**config.mk**
```make
export PLATFORM = sky130hd
export DESIGN_NAME = region_sec_filter
export DESIGN_NICKNAME = d
export VERILOG_FILES = /design/src/rtl/sf_pkg.sv /design/src/rtl/sf_region.sv /design/src/rtl/sf_gate.sv /design/src/rtl/sf_decide.sv /design/src/rtl/region_sec_filter.sv
export SDC_FILE = /design/constraint.sdc
export NUM_CORES = 2
export LEC_CHECK = 0
export BUFFER_PORTS_ARGS = -buffer_cell sky130_fd_sc_hd__buf_2
export CAP_MARGIN = 10
export CORE_UTILIZATION = 46
export DETAILED_ROUTE_END_ITERATION = 10
export GPL_TIMING_DRIVEN = 0
export PLACE_DENSITY = 0.63
export SYNTH_ARGS = -nofsm -noshare
export SYNTH_HDL_FRONTEND = slang
export SYNTH_HIERARCHICAL = 1
export SYNTH_SLANG_ARGS = --single-unit
```
**constraint.sdc**
```tcl
create_clock -name clk -period 29 [get_ports clk]
set_input_delay 4.35 -clock clk [delete_from_list [all_inputs] [get_ports clk]]
set_output_delay 4.35 -clock clk [all_outputs]
set_load 0.02 [all_outputs]
```
**src/rtl/sf_pkg.sv**
```systemverilog
package sf_pkg;
  localparam int CFG_W    = 32;
  localparam int PAGE_W   = 12;
  localparam int REQ_ID_W = 4;

  typedef enum logic [2:0] {
    FLD_BASE_LO = 3'd0,
    FLD_BASE_HI = 3'd1,
    FLD_TOP_LO  = 3'd2,
    FLD_TOP_HI  = 3'd3,
    FLD_ATTR    = 3'd4,
    FLD_IDMASK  = 3'd5,
    FLD_GATE    = 3'd6
  } cfg_field_e;
endpackage

```
**src/rtl/sf_region.sv**
```systemverilog
module sf_region
  import sf_pkg::*;
#(
  parameter int ADDR_W = 40,
  parameter int NF     = 4,
  parameter bit FIXED  = 1'b0
) (
  input  logic              clk,
  input  logic              rst_n,
  input  logic              wr_en,
  input  logic [2:0]        wr_sel,
  input  logic [CFG_W-1:0]  wr_data,
  input  logic [ADDR_W-1:0] acc_addr,
  output logic [NF-1:0]     hit_vec,
  output logic [1:0]        perm_sec,
  output logic [CFG_W-1:0]  perm_id
);
  localparam int HI_W = ADDR_W - 32;

  logic [1:0]        sec_q, sec_d;
  logic [CFG_W-1:0]  idm_q, idm_d;
  logic [ADDR_W-1:0] base_w, top_w;
  logic [NF-1:0]     fen_w;
  logic              in_range;

  always_comb begin
    sec_d = sec_q;
    idm_d = idm_q;
    if (wr_en) begin
      if (cfg_field_e'(wr_sel) == FLD_ATTR)   sec_d = wr_data[31:30];
      if (cfg_field_e'(wr_sel) == FLD_IDMASK) idm_d = wr_data;
    end
  end

  always_ff @(posedge clk or negedge rst_n) begin
    if (!rst_n) begin
      sec_q <= '0;
      idm_q <= '0;
    end else if (wr_en) begin
      sec_q <= sec_d;
      idm_q <= idm_d;
    end
  end

  generate
    if (FIXED) begin : g_fixed
      assign base_w = '0;
      assign top_w  = '1;
      assign fen_w  = '1;
    end else begin : g_prog
      logic [ADDR_W-1:PAGE_W] base_q, base_d, top_q, top_d;
      logic [NF-1:0]          fen_q, fen_d;

      always_comb begin
        base_d = base_q;
        top_d  = top_q;
        fen_d  = fen_q;
        if (wr_en) begin
          case (cfg_field_e'(wr_sel))
            FLD_BASE_LO: base_d[31:PAGE_W]     = wr_data[31:PAGE_W];
            FLD_BASE_HI: base_d[ADDR_W-1:32]   = wr_data[HI_W-1:0];
            FLD_TOP_LO:  top_d[31:PAGE_W]      = wr_data[31:PAGE_W];
            FLD_TOP_HI:  top_d[ADDR_W-1:32]    = wr_data[HI_W-1:0];
            FLD_ATTR:    fen_d                 = wr_data[NF-1:0];
            default: ;
          endcase
        end
      end

      always_ff @(posedge clk or negedge rst_n) begin
        if (!rst_n) begin
          base_q <= '0;
          top_q  <= '0;
          fen_q  <= '0;
        end else if (wr_en) begin
          base_q <= base_d;
          top_q  <= top_d;
          fen_q  <= fen_d;
        end
      end

      assign base_w = {base_q, {PAGE_W{1'b0}}};
      assign top_w  = {top_q,  {PAGE_W{1'b1}}};
      assign fen_w  = fen_q;
    end
  endgenerate

  assign in_range = (acc_addr >= base_w) && (acc_addr <= top_w);
  assign hit_vec  = fen_w & {NF{in_range}};
  assign perm_sec = sec_q;
  assign perm_id  = idm_q;
endmodule

```
**src/rtl/sf_gate.sv**
```systemverilog
module sf_gate #(
  parameter int NF = 4
) (
  input  logic          clk,
  input  logic          rst_n,
  input  logic          req_we,
  input  logic [NF-1:0] req_d,
  output logic [NF-1:0] gate_obs
);
  logic [NF-1:0] req_q, mid_q, obs_q;
  logic [NF-1:0] req_nx, mid_nx, obs_nx;

  always_comb begin
    req_nx = req_we ? req_d : req_q;
    mid_nx = req_q;
    obs_nx = mid_q;
  end

  always_ff @(posedge clk or negedge rst_n) begin
    if (!rst_n) begin
      req_q <= '0;
      mid_q <= '0;
      obs_q <= '0;
    end else begin
      req_q <= req_nx;
      mid_q <= mid_nx;
      obs_q <= obs_nx;
    end
  end

  assign gate_obs = obs_q;
endmodule

```
**src/rtl/sf_decide.sv**
```systemverilog
module sf_decide
  import sf_pkg::*;
#(
  parameter int NR     = 9,
  parameter int NF     = 4,
  parameter int RIDX_W = 4,
  parameter int FIDX_W = 2
) (
  input  logic [NR-1:0][NF-1:0]    hit,
  input  logic [NR-1:0][1:0]       sec,
  input  logic [NR-1:0][CFG_W-1:0] idm,
  input  logic [NF-1:0]            gate_open,
  input  logic [FIDX_W-1:0]        filt,
  input  logic                     is_write,
  input  logic                     is_nonsec,
  input  logic [REQ_ID_W-1:0]      req_id,
  output logic                     allow,
  output logic                     overlap
);
  logic [RIDX_W-1:0] win;
  logic [RIDX_W:0]   extra;
  logic              ok_sec, ok_id;

  always_comb begin
    win   = '0;
    extra = '0;
    for (int r = 0; r < NR; r++) begin
      if (hit[r][filt]) begin
        win = RIDX_W'(r);
        if (r != 0) extra = extra + (RIDX_W+1)'(1);
      end
    end
    ok_sec  = sec[win][is_write];
    ok_id   = idm[win][{is_write, req_id}];
    allow   = gate_open[filt] & (is_nonsec ? ok_id : ok_sec);
    overlap = (extra > (RIDX_W+1)'(1));
  end
endmodule

```
**src/rtl/region_sec_filter.sv**
```systemverilog
module region_sec_filter
  import sf_pkg::*;
#(
  parameter int ADDR_W      = 40,
  parameter int NUM_REGIONS = 9,
  parameter int NUM_FILTERS = 4,
  localparam int RIDX_W = $clog2(NUM_REGIONS),
  localparam int FIDX_W = (NUM_FILTERS > 1) ? $clog2(NUM_FILTERS) : 1
) (
  input  logic                   clk,
  input  logic                   rst_n,
  input  logic                   cfg_we,
  input  logic [RIDX_W-1:0]      cfg_region,
  input  logic [2:0]             cfg_sel,
  input  logic [CFG_W-1:0]       cfg_wdata,
  output logic [NUM_FILTERS-1:0] gate_status,
  input  logic                   acc_valid,
  input  logic [ADDR_W-1:0]      acc_addr,
  input  logic                   acc_write,
  input  logic                   acc_nonsec,
  input  logic                   acc_priv,
  input  logic [REQ_ID_W-1:0]    acc_id,
  input  logic [FIDX_W-1:0]      acc_filter,
  output logic                   rsp_valid,
  output logic                   rsp_allow,
  output logic                   rsp_overlap
);
  logic rst_meta_q, rst_q;
  logic unused_priv;

  logic [NUM_REGIONS-1:0][NUM_FILTERS-1:0] hit;
  logic [NUM_REGIONS-1:0][1:0]             sec;
  logic [NUM_REGIONS-1:0][CFG_W-1:0]       idm;
  logic                                    gate_we;
  logic                                    allow_c, overlap_c;
  logic                                    rv_d, ra_d, ro_d;
  logic                                    rv_q, ra_q, ro_q;

  assign unused_priv = acc_priv;

  always_ff @(posedge clk or negedge rst_n) begin
    if (!rst_n) begin
      rst_meta_q <= 1'b0;
      rst_q      <= 1'b0;
    end else begin
      rst_meta_q <= 1'b1;
      rst_q      <= rst_meta_q;
    end
  end

  assign gate_we = cfg_we && (cfg_field_e'(cfg_sel) == FLD_GATE);

  generate
    for (genvar r = 0; r < NUM_REGIONS; r++) begin : g_reg
      logic sel_we;
      assign sel_we = cfg_we && (cfg_region == RIDX_W'(r)) &&
                      (cfg_field_e'(cfg_sel) != FLD_GATE);
      sf_region #(
        .ADDR_W (ADDR_W),
        .NF     (NUM_FILTERS),
        .FIXED  (r == 0)
      ) u_region (
        .clk      (clk),
        .rst_n    (rst_q),
        .wr_en    (sel_we),
        .wr_sel   (cfg_sel),
        .wr_data  (cfg_wdata),
        .acc_addr (acc_addr),
        .hit_vec  (hit[r]),
        .perm_sec (sec[r]),
        .perm_id  (idm[r])
      );
    end
  endgenerate

  sf_gate #(.NF(NUM_FILTERS)) u_gate (
    .clk      (clk),
    .rst_n    (rst_q),
    .req_we   (gate_we),
    .req_d    (cfg_wdata[NUM_FILTERS-1:0]),
    .gate_obs (gate_status)
  );

  sf_decide #(
    .NR     (NUM_REGIONS),
    .NF     (NUM_FILTERS),
    .RIDX_W (RIDX_W),
    .FIDX_W (FIDX_W)
  ) u_decide (
    .hit       (hit),
    .sec       (sec),
    .idm       (idm),
    .gate_open (gate_status),
    .filt      (acc_filter),
    .is_write  (acc_write),
    .is_nonsec (acc_nonsec),
    .req_id    (acc_id),
    .allow     (allow_c),
    .overlap   (overlap_c)
  );

  always_comb begin
    rv_d = acc_valid;
    ra_d = acc_valid & allow_c;
    ro_d = acc_valid & overlap_c;
  end

  always_ff @(posedge clk or negedge rst_q) begin
    if (!rst_q) begin
      rv_q <= 1'b0;
      ra_q <= 1'b0;
      ro_q <= 1'b0;
    end else begin
      rv_q <= rv_d;
      ra_q <= ra_d;
      ro_q <= ro_d;
    end
  end

  assign rsp_valid   = rv_q;
  assign rsp_allow   = ra_q;
  assign rsp_overlap = ro_q;
endmodule

```
## After elaboration in Yosys (flattened, before gate mapping)

Index checks and enable logic that the tools add are counted.

- Shifts and indexed selects: 0
- Magnitude comparators: 21
- Multipliers: 0
- Equality and inequality tests: 15
- Mux-type cells: 43
- Add/sub/neg operators: 7
- Bitwise gates (word level): 11
- Div/mod/pow operators: 0
- Reductions and logical operators: 79

Operator list:

| kind | count |
|---|---|
| 40-bit >= comparator | 8 |
| 40-bit <= comparator | 8 |
| 32-bit binary-select mux with 4-bit select | 1 |
| 2-bit AND reduction | 50 |
| 5-bit 2-to-1 mux | 7 |
| 4-bit AND | 8 |
| 32-bit 2-to-1 mux | 1 |
| 5-bit by 1-bit adder with 5-bit output (second input constant) | 6 |
| 1-bit logical AND | 27 |
| 1-bit binary-select mux with 2-bit select | 9 |
| 4-bit by 3-bit equality test with 1-bit output (second input constant) | 4 |
| 1-bit 2-to-1 mux | 15 |
| 3-bit 2-to-1 mux | 4 |
| 3-bit equality test (second input constant) | 3 |
| 2-bit binary-select mux with 4-bit select | 1 |
| 4-bit by 2-bit equality test with 1-bit output (second input constant) | 2 |
| 3-bit by 2-bit equality test with 1-bit output (second input constant) | 2 |
| 5-bit by 6-bit less-than comparator with 1-bit output (second input constant) | 1 |
| 2-bit 2-to-1 mux | 3 |
| 1-bit binary-select mux with 5-bit select | 1 |
| 5-bit by 1-bit greater-than comparator with 1-bit output (second input constant) | 1 |
| 4-bit by 5-bit less-than comparator with 1-bit output (second input constant) | 1 |
| 4-bit by 1-bit equality test with 1-bit output (second input constant) | 1 |
| 4-bit equality test (second input constant) | 1 |
| other kinds (9) | 11 |

- Register bits: 803
- Latch bits: 0
- Output and inout port bits: 7
- Bits in read-only memories: 0
- Bits in writable memories: 0
- Input bits: 92
- Memories: 0

## Longest topological paths before layout

- Depth after elaboration: 22
- Mapped depth: 30
- Depth with buffers taken out: 30

## Cells and area by module

Netlist, hierarchy kept.

By module, submodules not included:

| module | instances | cells an instance | seq. area each (µm²) | area each (µm²) |
|---|---|---|---|---|
| sf_region (g_reg[1].u_region ...) | 8 | 463 | 2352.3 | 4934.7 |
| sf_decide | 1 | 564 | 0.0 | 3818.7 |
| sf_region (g_reg[0].u_region) | 1 | 78 | 850.8 | 1450.1 |
| sf_gate | 1 | 16 | 300.3 | 345.3 |
| region_sec_filter | 1 | 24 | 125.1 | 287.8 |

## Worst setup path after synthesis

No wires, ideal clock.

- Path type: in2reg
- Start point: input acc_addr[33]
- End point: register ro_q (netlist: rsp_overlap)
- Slack: 19.295 ns
- Cell stages on the path: 29
- Buffers on the path: 0
- Data arrival time: 9.586 ns
- Cell sequence: ha_1 > a21o_1 > a221o_1 > a221oi_1 > o21ai_1 > nor2_2 > nor3b_1 > mux4_2 > inv_1 > ha_1 > xnor2_2 > inv_1 > ha_1 > mux2i_1 > xnor2_1 > a21oi_1 > ha_1 > o21ai_0 > inv_1 > ha_1 > nand2_1 > o21ai_0 > ha_1 > nand2_1 > xor2_1 > xnor2_1 > o311a_1 > nand3_1 > and2_1

RTL lines:

| element | RTL line | RTL |
|---|---|---|
| start: declaration | region_sec_filter.sv:18 | `input logic [ADDR_W-1:0] acc_addr,` |
| end signal: assignment | region_sec_filter.sv:116 | `ro_q <= ro_d;` |
| end: declaration | region_sec_filter.sv:37 | `logic rv_q, ra_q, ro_q;` |

==> flow_summary.toml <==
[setup_path]
setup.worst_path.start_class = "input port"
nature_of_the_critical_path_endpoint = "flop"
ff2ff_setup_slack_ns = 21.80
critPathKind = "input port to flop"
regToRegEndpoint = "rsp_allow"
worstRegToRegCells = 22
critPathArrivalTime_ns = 11.63
worst_ep_required_time_ns = 29.59
reg2reg_from = "g_reg[2].u_region/g_prog.base_q[33]"
crit_path_max_fanout = 16

[die]
dieHeight_um = 316.0
placement_rows = 114
initial_core_util = 0.4668
fp.dieW_um = 316.0
floorplan.core_area_um2 = 97140
floorplan.die_area_um2 = 99840
boundaryPins = 99

[clock_tree]
cts-buffers-inserted = 90
cts_post_setup_buffers_inserted = 0
cts_hold_buf = 0
cts.repair.resized = 0
cts_tree = "done"
clock_network_latency_to_the_later_pin_of_the_worst_skew_pair_ns = 0.66
clock_transition_at_the_registers_of_the_reported_paths_ns = 0.06
cts.root.buffer_cell = "sky130_fd_sc_hd__clkbuf_16"
cts_num_sinks = 803
cts.htree.levels = 3
clock_tree_buffer_depth = 3

[detailed_routing]
post_drt_via_cell_ratio = 5.877
post_drt_wl_per_cell_um = 23.57
detail_route.iter0.violations = 3195
wirelength_um = 139500
drt_pass_1_iters = 5
drc = 0
via_count = 34800
route.antenna.remaining_nets = 0

[min_path]
hold_end = "u_gate/gate_obs[1]"
worstHoldPathCells = 0
worst_hold_path_type = "flop to flop"
hold_path.startpoint = "u_gate/mid_q[1]"

[sta]
hold_slack_ns = 0.3422
period_share = 0.3807
final-hold-violation-count = 0
max_freq_mhz = 90.58
maxSlewViolCount = 0
fin_clk_skew_ns = 0.03372
timing_worst_slew_pin_value_ns = 1.315
max_slew_margin = 0.1236
setup-violations-final = 0
final.min_clock_period_ns = 11.04
unrepaired_setup_endpoints_after_global_routing = "no"

[yosys]
syn_area_um2 = 45350
yosys_warnings = 6
syn_nets = 4931
synthCells = 4381
avgSynthCellArea_um2 = 10.35

[layout]
drive_gt1_frac = 0.1734
layout.cell_area.non_filler_um2 = 50650
layout.core_utilization = 0.5215
area_growth_pct = 11.70
design.final.nets = 5134
stdcell_count = 5921

[placed_design]
routability_congestion = 0.8911
detailed_place.area_um2 = 47810
place_inst = 5767
dpl.hpwl_um = 92660
port_buffer_count = 95

[run_status]
run_status = "completed"

[global_routing]
largest_net_degree_at_the_start_of_global_routing = 71
number_of_antenna_violations_at_the_first_check_in_global_routing = 7
global_route.usage.total = 0.2819
via_count_of_the_first_global_routing_pass = 33700
global_route.overflow_total = 0
first_pass_grt_wire_length_um = 210900

[pwr]
p_leak_nw = 24.74
vdd.ir_drop.worst_uv = 39.90
power_density_nw_per_um2 = 56.82
total_power_mw = 2.878

[flow_run]
cap_viol_max_count = 0
## flip-flops by register name (all words and copies together) (netlist names)
name	count
g.u_region/fen_w	32
g.u_region/g_prog.base_q	224
g.u_region/g_prog.top_q	224
g.u_region/perm_id	288
g.u_region/perm_sec	18
rsp_allow	1
rsp_overlap	1
rsp_valid	1
rst_meta_q	1
rst_q	1
u_gate/gate_obs	4
u_gate/mid_nx	4
u_gate/mid_q	4
## where the power goes
group | total (mW) | switching, mW | internal (mW)
sequential | 1.27 | 0.0409 | 1.23
combinational | 0.486 | 0.299 | 0.187
clock | 1.12 | 0.463 | 0.655
total | 2.88 | 0.803 | 2.08
## final cells by class
cell class	instances	area (um^2)
tap	1276	1597
sequential	803	20100
antenna	2	5.005
inverter	460	1727
fill	8609	46480
clock inverter	14	161.4
multi-input combinational	2966	22810
buffer	152	730.7
timing repair buffer	111	857.1
clock buffer	137	2670
## placed cells by master, fill, tap and decap left out, types with 32 or more instances in the layout
cell	count
sky130_fd_sc_hd__o21ai_1	97
sky130_fd_sc_hd__a21oi_1	182
sky130_fd_sc_hd__nor2_1	83
sky130_fd_sc_hd__inv_1	458
sky130_fd_sc_hd__nand3_1	40
sky130_fd_sc_hd__clkbuf_16	91
sky130_fd_sc_hd__nand2_1	617
sky130_fd_sc_hd__nor3b_1	40
sky130_fd_sc_hd__clkbuf_1	87
sky130_fd_sc_hd__mux2_1	56
sky130_fd_sc_hd__nand4_1	74
sky130_fd_sc_hd__o21ai_0	359
sky130_fd_sc_hd__a21o_1	48
sky130_fd_sc_hd__and4_1	32
sky130_fd_sc_hd__mux2i_1	86
sky130_fd_sc_hd__dfrtp_1	802
sky130_fd_sc_hd__ha_1	458
sky130_fd_sc_hd__buf_2	172
sky130_fd_sc_hd__mux2_2	332
## how the worst max path moves through the flow
stage / end / start / slack, ns / cells past startpoint
floorplan: g_reg[0].u_region/perm_id[0] / rst_q / 4.96 / 0
global placement: g_reg[6].u_region/g_prog.base_q[14] / rst_q / -5.26 / 0
detailed placement: rsp_overlap / acc_addr[33] / 17.40 / 30
CTS: rsp_overlap / acc_addr[33] / 18.06 / 30
global route: rsp_overlap / acc_addr[35] / 17.50 / 30
finish: rsp_allow / acc_addr[35] / 17.96 / 22
## through the flow
stage,setup TNS [ns],worst slack (ns)
after floorplan,0,4.960
after global placement,-4136.37,-5.262
after detailed placement,0,17.40
after CTS,0,18.06
after global routing,0,17.50
final,0,17.96
## layer usage
| layer | up-vias | track usage | share of wire |
|---|---|---|---|
| met5 | - | 0 | 0.00014 |
| met4 | 2 | 0.08465 | 0.026 |
| met3 | 255 | 0.04532 | 0.077 |
| met2 | 1277 | 0.4382 | 0.45 |
| met1 | 17400 | 0.4037 | 0.45 |
| li1 | 15870 | - | - |
## worst max-delay path, cell delays in order
cell and delay [ns]:
sky130_fd_sc_hd__buf_2 0.48, sky130_fd_sc_hd__ha_1 0.35, sky130_fd_sc_hd__and2_0 0.18, sky130_fd_sc_hd__a221o_1 0.30
sky130_fd_sc_hd__a221oi_1 0.58, sky130_fd_sc_hd__o21ai_1 0.17, sky130_fd_sc_hd__nor2_2 0.34, sky130_fd_sc_hd__nor3b_1 0.10
sky130_fd_sc_hd__mux4_2 0.63, sky130_fd_sc_hd__inv_1 0.16, sky130_fd_sc_hd__ha_1 0.19, sky130_fd_sc_hd__nor2b_1 0.06
sky130_fd_sc_hd__a221o_1 0.42, sky130_fd_sc_hd__a221oi_4 0.75, sky130_fd_sc_hd__buf_4 0.44, sky130_fd_sc_hd__nand2_1 0.10
sky130_fd_sc_hd__nand3_1 0.09, sky130_fd_sc_hd__a211oi_1 0.10, sky130_fd_sc_hd__o311ai_0 0.73, sky130_fd_sc_hd__a32oi_1 0.22
sky130_fd_sc_hd__a31oi_1 0.62, sky130_fd_sc_hd__and2_1 0.22
Note: power is estimated with default switching activity, not from simulation.
